[src/rtl/booth_pkg.sv]
// Shared types for the radix-4 Booth multiplier.
// Assumes nothing beyond IEEE 1800-2017 packages.
package booth_pkg;

    // Per-digit control bundle emitted by a recoder
    typedef struct packed {
        logic single;   // select multiplicand x1
        logic double;   // select multiplicand x2
        logic negate;   // invert selected row, +1 deferred
    } booth_ctl_t;

endpackage

[src/rtl/booth_recoder.sv]
// Turns one overlapping 3-bit multiplier window into select/negate controls.
// Assumes the window is {upper, middle, lower}, where lower is the bit shared
// with the window below (0 for the lowest window).
module booth_recoder
    import booth_pkg::*;
(
    input  logic [2:0]  window,
    output booth_ctl_t  ctl
);

    // Decode the window into a digit in {-2,-1,0,+1,+2}
    always_comb begin
        ctl = '0;
        unique case (window)
            3'b000, 3'b111: ctl = '0;
            3'b001, 3'b010: ctl.single = 1'b1;
            3'b011:         ctl.double = 1'b1;
            3'b100: begin
                ctl.double = 1'b1;
                ctl.negate = 1'b1;
            end
            3'b101, 3'b110: begin
                ctl.single = 1'b1;
                ctl.negate = 1'b1;
            end
            default:        ctl = '0;
        endcase
    end

endmodule

[src/rtl/booth_row_gen.sv]
// Forms one partial-product row of WIDTH+2 bits from the multiplicand and a
// digit's controls. A negated row is only inverted here; the +1 that completes
// the two's complement is supplied separately by the caller.
// Assumes single and double are never both raised.
module booth_row_gen
    import booth_pkg::*;
#(
    parameter int WIDTH = 8,
    localparam int RW   = WIDTH + 2
) (
    input  logic [WIDTH-1:0] mcand,
    input  booth_ctl_t       ctl,
    output logic [RW-1:0]    row
);

    logic [WIDTH:0] picked;

    // 2:1 choice between x1 (sign-extended) and x2 (shifted), else zero
    always_comb begin
        if (ctl.single)      picked = {mcand[WIDTH-1], mcand};
        else if (ctl.double) picked = {mcand, 1'b0};
        else                 picked = '0;
    end

    // Sign-extend by one bit, then conditionally invert every bit
    assign row = {picked[WIDTH], picked} ^ {RW{ctl.negate}};

endmodule

[src/rtl/csa_row.sv]
// One 3:2 carry-save row over W bits. The carry vector is already weighted
// (shifted up by one); the bit leaving the top is dropped.
// Assumes modular arithmetic at width W.
module csa_row #(
    parameter int W = 16
) (
    input  logic [W-1:0] in_a,
    input  logic [W-1:0] in_b,
    input  logic [W-1:0] in_c,
    output logic [W-1:0] sum_o,
    output logic [W-1:0] carry_o
);

    logic [W-1:0] maj;

    // Bitwise full-adder sum and majority
    always_comb begin
        sum_o   = in_a ^ in_b ^ in_c;
        maj     = (in_a & in_b) | (in_a & in_c) | (in_b & in_c);
        carry_o = {maj[W-2:0], 1'b0};
    end

endmodule

[src/rtl/booth_mul.sv]
// Signed radix-4 Booth multiplier: recoders, row generators, a carry-save
// chain that includes the deferred negation bits, and a final adder.
// Assumes WIDTH is even and >= 4. REG_OUT=1 adds an output register with a
// synchronous active-low reset; REG_OUT=0 leaves the path combinational.
module booth_mul
    import booth_pkg::*;
#(
    parameter int WIDTH   = 8,
    parameter bit REG_OUT = 1'b1,
    localparam int PW     = 2 * WIDTH,
    localparam int ROWS   = WIDTH / 2,
    localparam int RW     = WIDTH + 2,
    localparam int NOPS   = ROWS + 1,
    localparam int NSTG   = NOPS - 2
) (
    input  logic              clk,
    input  logic              rst_n,
    input  logic [WIDTH-1:0]  mcand,
    input  logic [WIDTH-1:0]  mplier,
    output logic [PW-1:0]     product
);

    // Multiplier with an implied 0 below bit 0 and one sign bit on top
    logic [WIDTH+1:0] mp_ext;
    assign mp_ext = {mplier[WIDTH-1], mplier, 1'b0};

    booth_ctl_t       ctl   [ROWS];
    logic [ROWS-1:0]  one_vec;
    logic [ROWS-1:0]  dbl_vec;
    logic [ROWS-1:0]  neg_vec;
    logic [PW-1:0]    ops   [NOPS];
    logic [PW-1:0]    fix_vec;

    for (genvar i = 0; i < ROWS; i++) begin : g_digit
        logic [RW-1:0] row;
        logic [PW-1:0] row_wide;

        booth_recoder u_rec (
            .window (mp_ext[2*i+2 : 2*i]),
            .ctl    (ctl[i])
        );

        booth_row_gen #(.WIDTH(WIDTH)) u_row (
            .mcand (mcand),
            .ctl   (ctl[i]),
            .row   (row)
        );

        // Sign-extend to product width and align to weight 4^i
        assign row_wide = {{(PW-RW){row[RW-1]}}, row};
        assign ops[i]   = row_wide << (2 * i);

        assign one_vec[i] = ctl[i].single;
        assign dbl_vec[i] = ctl[i].double;
        assign neg_vec[i] = ctl[i].negate;
    end

    // Deferred +1 of each negated row sits at that row's base bit 2i
    always_comb begin
        fix_vec = '0;
        for (int i = 0; i < ROWS; i++) fix_vec[2*i] = neg_vec[i];
    end
    assign ops[NOPS-1] = fix_vec;

    // Carry-save chain: fold one extra operand per stage
    logic [PW-1:0] s_chain [NSTG+1];
    logic [PW-1:0] c_chain [NSTG+1];
    assign s_chain[0] = ops[0];
    assign c_chain[0] = ops[1];

    for (genvar k = 0; k < NSTG; k++) begin : g_csa
        csa_row #(.W(PW)) u_csa (
            .in_a    (s_chain[k]),
            .in_b    (c_chain[k]),
            .in_c    (ops[k+2]),
            .sum_o   (s_chain[k+1]),
            .carry_o (c_chain[k+1])
        );
    end

    logic [PW-1:0] tree_sum;
    logic [PW-1:0] tree_carry;
    logic [PW-1:0] prod_comb;
    assign tree_sum   = s_chain[NSTG];
    assign tree_carry = c_chain[NSTG];

    // Single carry-propagate add; overflow past the top bit is dropped
    assign prod_comb = tree_sum + tree_carry;

    if (REG_OUT) begin : g_reg
        logic [PW-1:0] prod_q;
        // Capture the product; clear on synchronous reset
        always_ff @(posedge clk) begin
            if (!rst_n) prod_q <= '0;
            else        prod_q <= prod_comb;
        end
        assign product = prod_q;
    end else begin : g_comb
        assign product = prod_comb;
    end

endmodule

[config.mk]
export PLATFORM = sky130hd
export DESIGN_NAME = booth_mul
export DESIGN_NICKNAME = d
export VERILOG_FILES = /design/src/rtl/booth_pkg.sv /design/src/rtl/booth_recoder.sv /design/src/rtl/booth_row_gen.sv /design/src/rtl/csa_row.sv /design/src/rtl/booth_mul.sv
export SDC_FILE = /design/constraint.sdc
export NUM_CORES = 1
export LEC_CHECK = 0
export BUFFER_PORTS_ARGS = -buffer_cell sky130_fd_sc_hd__buf_2
export CORE_MARGIN = 5
export CORE_UTILIZATION = 50
export CTS_CLUSTER_DIAMETER = 30
export CTS_CLUSTER_SIZE = 14
export DETAILED_ROUTE_END_ITERATION = 10
export GPL_TIMING_DRIVEN = 0
export PLACE_DENSITY = 0.79
export SYNTH_ARGS = -nofsm -noshare
export SYNTH_HDL_FRONTEND = slang
export SYNTH_SLANG_ARGS = --single-unit
[constraint.sdc]
create_clock -name clk -period 4.9 [get_ports clk]
set_input_delay 0.98 -clock clk [delete_from_list [all_inputs] [get_ports clk]]
set_output_delay 0.98 -clock clk [all_outputs]
set_load 0.1 [all_outputs]
==> results of run 1 <==
## logic make-up (layout without fill, tap and decap cells)
logic type      count (synthesis)  in the layout  synth area share, %
compound gates                 79             79                20.38
mux                             8              8                3.088
xor+xnor                       35             35                11.64
buf+inv                        48             80                7.031
simple gates                   88             88                17.20
fa+ha+maj                      48             48                28.50
flops                          16             16                12.16
## cells in the mapped netlist, drive strengths merged, types with 4 or more instances
cell type	instances
xnor2	17
nor2	22
inv	31
nand3	4
xor2	18
o211ai	4
ha	28
nand2	27
mux2i	7
a21oi	19
clkbuf	11
a211oi	5
dfxtp	16
and2	9
o21ai	21
buf	6
a22oi	8
fa	20
nand2b	7
## critical path, cell delays in order
cell and delay [ps]:
sky130_fd_sc_hd__buf_2 110, sky130_fd_sc_hd__buf_1 450, sky130_fd_sc_hd__nor2_1 140, sky130_fd_sc_hd__a211oi_2 230
sky130_fd_sc_hd__fa_1 480, sky130_fd_sc_hd__fa_1 510, sky130_fd_sc_hd__fa_1 540, sky130_fd_sc_hd__inv_1 40
sky130_fd_sc_hd__ha_1 340, sky130_fd_sc_hd__a21oi_1 230, sky130_fd_sc_hd__o21a_4 190, sky130_fd_sc_hd__nor3_1 50
sky130_fd_sc_hd__or4_1 380, sky130_fd_sc_hd__and3_1 170
## worst min path at each step
stage,start,end,slack [ps]
after CTS,rst_n,product[5]$_SDFF_PN0_,1080
after floorplan,rst_n,product[14]$_SDFF_PN0_,1130
after detailed placement,rst_n,product[5]$_SDFF_PN0_,1340
after global routing,rst_n,product[14]$_SDFF_PN0_,1100
final,rst_n,product[14]$_SDFF_PN0_,1080
after global placement,rst_n,product[14]$_SDFF_PN0_,1340
## routing by layer
metal / vias up / share of wire [%]
met5: - / 0
met4: 0 / 2.4
met3: 15 / 7.6
met2: 100 / 45
met1: 1081 / 45
li1: 1175 / -
## placed cells by master (no fill, tap or decap), types with 8 or more instances in the layout
cell type,n
sky130_fd_sc_hd__buf_2,32
sky130_fd_sc_hd__inv_1,31
sky130_fd_sc_hd__ha_1,28
sky130_fd_sc_hd__nand2_1,27
sky130_fd_sc_hd__nor2_1,21
sky130_fd_sc_hd__o21ai_0,20
sky130_fd_sc_hd__fa_1,20
sky130_fd_sc_hd__xor2_1,18
sky130_fd_sc_hd__a21oi_1,18
sky130_fd_sc_hd__xnor2_1,16
sky130_fd_sc_hd__dfxtp_1,16
sky130_fd_sc_hd__clkbuf_1,9
sky130_fd_sc_hd__and2_1,9
sky130_fd_sc_hd__a22oi_1,8
## layout make-up
cell class                      count  area, sq um  area share (%)
Timing Repair Buffer               30        150.1           5.124
Sequential cell                    16        320.3           10.93
Buffer                             16        71.32           2.434
Inverter                           31        116.4           3.971
Tap cell                           70        87.58           2.989
Multi-Input combinational cell    258         2143           73.14
Clock buffer                        3        41.29           1.409
## power groups by stage
stage	registers, mW	logic (mW)	clock network (mW)
detailed placement	0.190	1.26	0
finish	0.187	1.27	0.0944
floorplan	0.520	0.729	0
CTS	0.187	1.27	0.0958
global route	0.190	1.41	0.0993
global placement	0.189	1.24	0
## stage by stage
stage / std cells / hold WS, ps / setup slack [ps] / cell area (sq um)
CTS: 425 / 1084 / 91.91 / 2913
finish: 424 / 1085 / 163.4 / 2930
global route: 424 / 1102 / 18.09 / 2930
global placement: 422 / 1335 / -176.6 / 2872
floorplan: 322 / 1130 / 96.05 / 2634
detailed placement: 422 / 1341 / -149.7 / 2872
## what timing repair did
action                                  4_1_cts  5_1_grt
buffers inserted                              0        0
gates resized for setup                       0        7
endpoints found under the setup margin        0        4
==> results.cfg, run 1 <==
[placement]
gp_routability_congestion = 0.8852
portBuffers = 30
post-dp-hpwl_microns = 4679

[clocking]
tritoncts_num_sinks = 16
cts.hold.buffers_added = 0
clk_transition_reported_paths_ps = 50
cts.root.buffer_cell = sky130_fd_sc_hd__clkbuf_8
tritoncts.num_buffers = 3
ctsHtreeMaxLevel = 1
clockBufferDepth = 2
tritoncts = built

[layout]
fillCellCount = 484
area_growth_syn_to_layout_pct = 11.26
antenna-diode-count = 0
largest_register_ffs = 16
drive_above_1_share_pct = 13.56
post-route-util_pct = 57.37
num-nets-final = 422

[sta]
post-route-min-period_ps = 4737
setup_tns_ps = 0
fmax_mhz = 211.1
slew-limit-headroom_pct = 62.43
setup-violations-final = 0
timing.final.hold_violations = 0
grt_setup_unrepaired = no
final.period_utilization_pct = 96.67
tightest_pin_transition_ps = 563.5
final-max-slew-violation-count = 0

[min_path]
whs_path_depth = 3
min-delay-path-class = input pin to register

[drt]
route.detailed.vias_per_inst = 5.592
detailroute.via_count = 2371
detail-route-antenna-nets = 0
dr.first_iter.drc_count = 117
remaining_drc_errors = 0
postRouteWirelength_microns = 5770
drt_pass1_iterations = 5
detail_route.wl_per_cell_microns = 13.61

[global_routing]
grt.met2_usage_pct = 31.17
gr-usage-all-layers_pct = 17.86
antenna_found_initial = 0
wire_length_of_the_first_global_routing_pass_microns = 9639
grt_use_met1_pct = 23.19
first_global_vias = 2179
grt_overflow_total = 0
grt_start_max_net_pins = 11
global_route.usage.met3_pct = 1.410
grt-busiest-layer = met2

[setup_path]
crit_type = input pin to register
crit_path_end = product[13]$_SDFF_PN0_
cp_data_required_time_ps = 5040
cp-end-kind = register
cp_max_fo = 10
crit_start = mcand[3]
cp_data_arrival_time_ps = 4880
start_kind = input pin

[logic_synthesis]
yosysWarningCount = 0
fraction_of_synthesized_cell_area_taken_by_the_top_area_cell_type_pct = 15.20
synthesis.instances = 322
synth_area_per_cell_sq_um = 8.179
yosysUniqueCellTypes = 48
synth_ff_type = sky130_fd_sc_hd__dfxtp_1
synth.area.top_cells = sky130_fd_sc_hd__fa_1 (15%), sky130_fd_sc_hd__ha_1 (13%), sky130_fd_sc_hd__dfxtp_1 (12%)
async_flop_share_pct = 0
synth-seq-cells = 16
synth_enable_flop_cells = 0
synth_nets = 388
synth.largest_area_cell = sky130_fd_sc_hd__fa_1
post_synth_instance_area_sq_mm = 0.002634
synth_sequential_area_ratio_pct = 12.16

[power]
power.share.sequential_pct = 12.0
irDropWorstVdd_uv = 302.4
sw_frac_of_total_pct = 57.06
power.internal_uw = 667.9
p_leak_nw = 1.401
clockPowerShare_pct = 6.1
p_sw_uw = 887.5
share_of_power_burned_in_combinational_logic_pct = 81.9
p_total_mw = 1.555
p_per_area_mw_per_mm2 = 530.8

[floorplanning]
core_footprint_sq_mm = 0.005107
floorplan.io_pins = 34
placementRows = 26
dieHeight_microns = 82.58
start_util_pct = 51.57
overall_die_area_sq_mm = 0.006819
die-width_microns = 82.58

[job]
max_cap_viol_count = 0

[status]
run_status = finished, final reports clean
(Power assumes the default switching activity.)
==> inputs of run 2 (changes only) <==
- CTS_BUF_LIST: not set -> sky130_fd_sc_hd__clkbuf_4 sky130_fd_sc_hd__clkbuf_8
- clock period: 4.9 -> 4.1 ns (I/O delays scaled with it)
==> results.cfg, run 2 (synthesis gave the netlist of run 1 again) <==
[status]
run_status = finished, final reports clean

[setup_path]
cp_max_fo = 10
crit_path_cell_trace = buf_2 > buf_4 > nor2_1 > a211oi_2 > fa_1 > fa_1 > fa_1 > inv_2 > ha_4 > a21oi_2 > o21a_4 > nor3_1 > or4_1 > and3_1
crit_type = input pin to register
path_depth = 14
worst-path-buf-inv = 3
largest_incremental_delay_on_the_critical_path_ps = 500
critical_path_s_most_frequent_cell = sky130_fd_sc_hd__fa_1
path_delay_family = adder cells
cp-end-kind = register
cp_data_required_time_ps = 4250
cp_data_arrival_time_ps = 4210
crit_start = mcand[3]
start_kind = input pin
cpMaxStageDelayCell = sky130_fd_sc_hd__fa_1

[clocking]
cts.hold.buffers_added = 0
tritoncts.num_buffers = 3
ctsHtreeMaxLevel = 1
clockBufferDepth = 2
tritoncts_num_sinks = 16
tritoncts = built
clk_transition_reported_paths_ps = 60
cts.root.buffer_cell = sky130_fd_sc_hd__clkbuf_8

[global_routing]
antenna_found_initial = 0
first_global_vias = 2281
grt_start_max_net_pins = 12
grt_overflow_total = 0
gr-usage-all-layers_pct = 19.45
wire_length_of_the_first_global_routing_pass_microns = 10410

[min_path]
whs_path_depth = 3
worstHoldEndpoint = product[12]$_SDFF_PN0_
min-delay-path-class = input pin to register
worst_hold_startpoint = rst_n

[floorplanning]
dieHeight_microns = 82.58
overall_die_area_sq_mm = 0.006819
floorplan.io_pins = 34
core_footprint_sq_mm = 0.005107
start_util_pct = 51.57
placementRows = 26
die-width_microns = 82.58

[sta]
setup-violations-final = 0
slew-limit-headroom_pct = 62.73
final-max-slew-violation-count = 0
tightest_pin_transition_ps = 557.2
final.period_utilization_pct = 99.11
fmax_mhz = 246.1
post-route-min-period_ps = 4064
timing.final.hold_violations = 0
grt_setup_unrepaired = yes

[layout]
antenna-diode-count = 0
largest_register_ffs = 16
num-nets-final = 431
area_growth_syn_to_layout_pct = 28.12
layout_commonest_cell = sky130_fd_sc_hd__inv_1
drive_above_1_share_pct = 28.37
post-route-util_pct = 66.07
finalInstanceArea_sq_mm = 0.003374
commonest_non_fill_non_tap_cells_in_the_layout = sky130_fd_sc_hd__inv_1 (29), sky130_fd_sc_hd__buf_2 (28), sky130_fd_sc_hd__nand2_1 (23)

[drt]
postRouteWirelength_microns = 6242
route.detailed.vias_per_inst = 5.566
detail_route.wl_per_cell_microns = 14.42
drt_pass1_iterations = 4
detail-route-antenna-nets = 0
remaining_drc_errors = 0
detailroute.via_count = 2410
dr.first_iter.drc_count = 123

[placement]
postPlaceCellArea_sq_mm = 0.002998
gp_routability_congestion = 0.8661
post-dp-hpwl_microns = 4739
portBuffers = 30

[power]
irDropWorstVdd_uv = 388.1
p_per_area_mw_per_mm2 = 614.9
p_leak_nw = 1.555

[job]
max_cap_viol_count = 0
-- run 2: where the power goes --
part / switching, mW / internal (mW) / total [mW] / leakage [nW]
logic: 1.08 / 0.656 / 1.74 / 1.40
clock network: 0.0510 / 0.0653 / 0.116 / 0.0216
registers: 0.00855 / 0.214 / 0.222 / 0.133
total: 1.14 / 0.935 / 2.07 / 1.56
-- run 2: layout make-up --
class	instances	area, sq um
repair buffers	41	277.8
clock buffers	3	41.29
well taps	70	87.58
plain buffers	14	138.9
fillers	409	1733
flip-flops and latches	16	320.3
inverters	31	116.4
multi-input cells	258	2392
-- run 2: per-layer routing --
metal  vias up  GRT usage (%)  part of all wire, %
li1       1187              -                    -
met1      1132          25.00                   45
met2        76          34.29                   47
met3        15          1.627                  6.1
met4         0          6.209                  1.9
met5         -              0                    0
-- run 2: worst max path at each step --
stage                                   to  slack [ps]
detailed placement  product[13]$_SDFF_PN0_        -560
floorplan           product[13]$_SDFF_PN0_         -20
CTS                 product[13]$_SDFF_PN0_           5
global placement    product[13]$_SDFF_PN0_        -530
finish              product[13]$_SDFF_PN0_          40
global route        product[13]$_SDFF_PN0_        -130
-- run 2: per-stage QoR --
step                power (mW)  TNS [ps]  hold WS (ps)  instances  worst slack [ps]
global placement         1.768     -2421          1183        422            -530.3
CTS                      1.929         0         920.8        423             5.223
global route             2.263    -333.2         928.2        433            -133.5
floorplan                1.543    -17.49         970.1        322            -17.49
finish                   2.075         0         914.6        433             36.30
detailed placement       1.788     -2891          1183        422            -563.6
-- run 2: repair_timing --
item,in CTS,in global routing
cloned,0,1
gates resized for setup,16,55
setup buffers,0,10
pin swaps,2,10
setup endpoints to repair,5,7
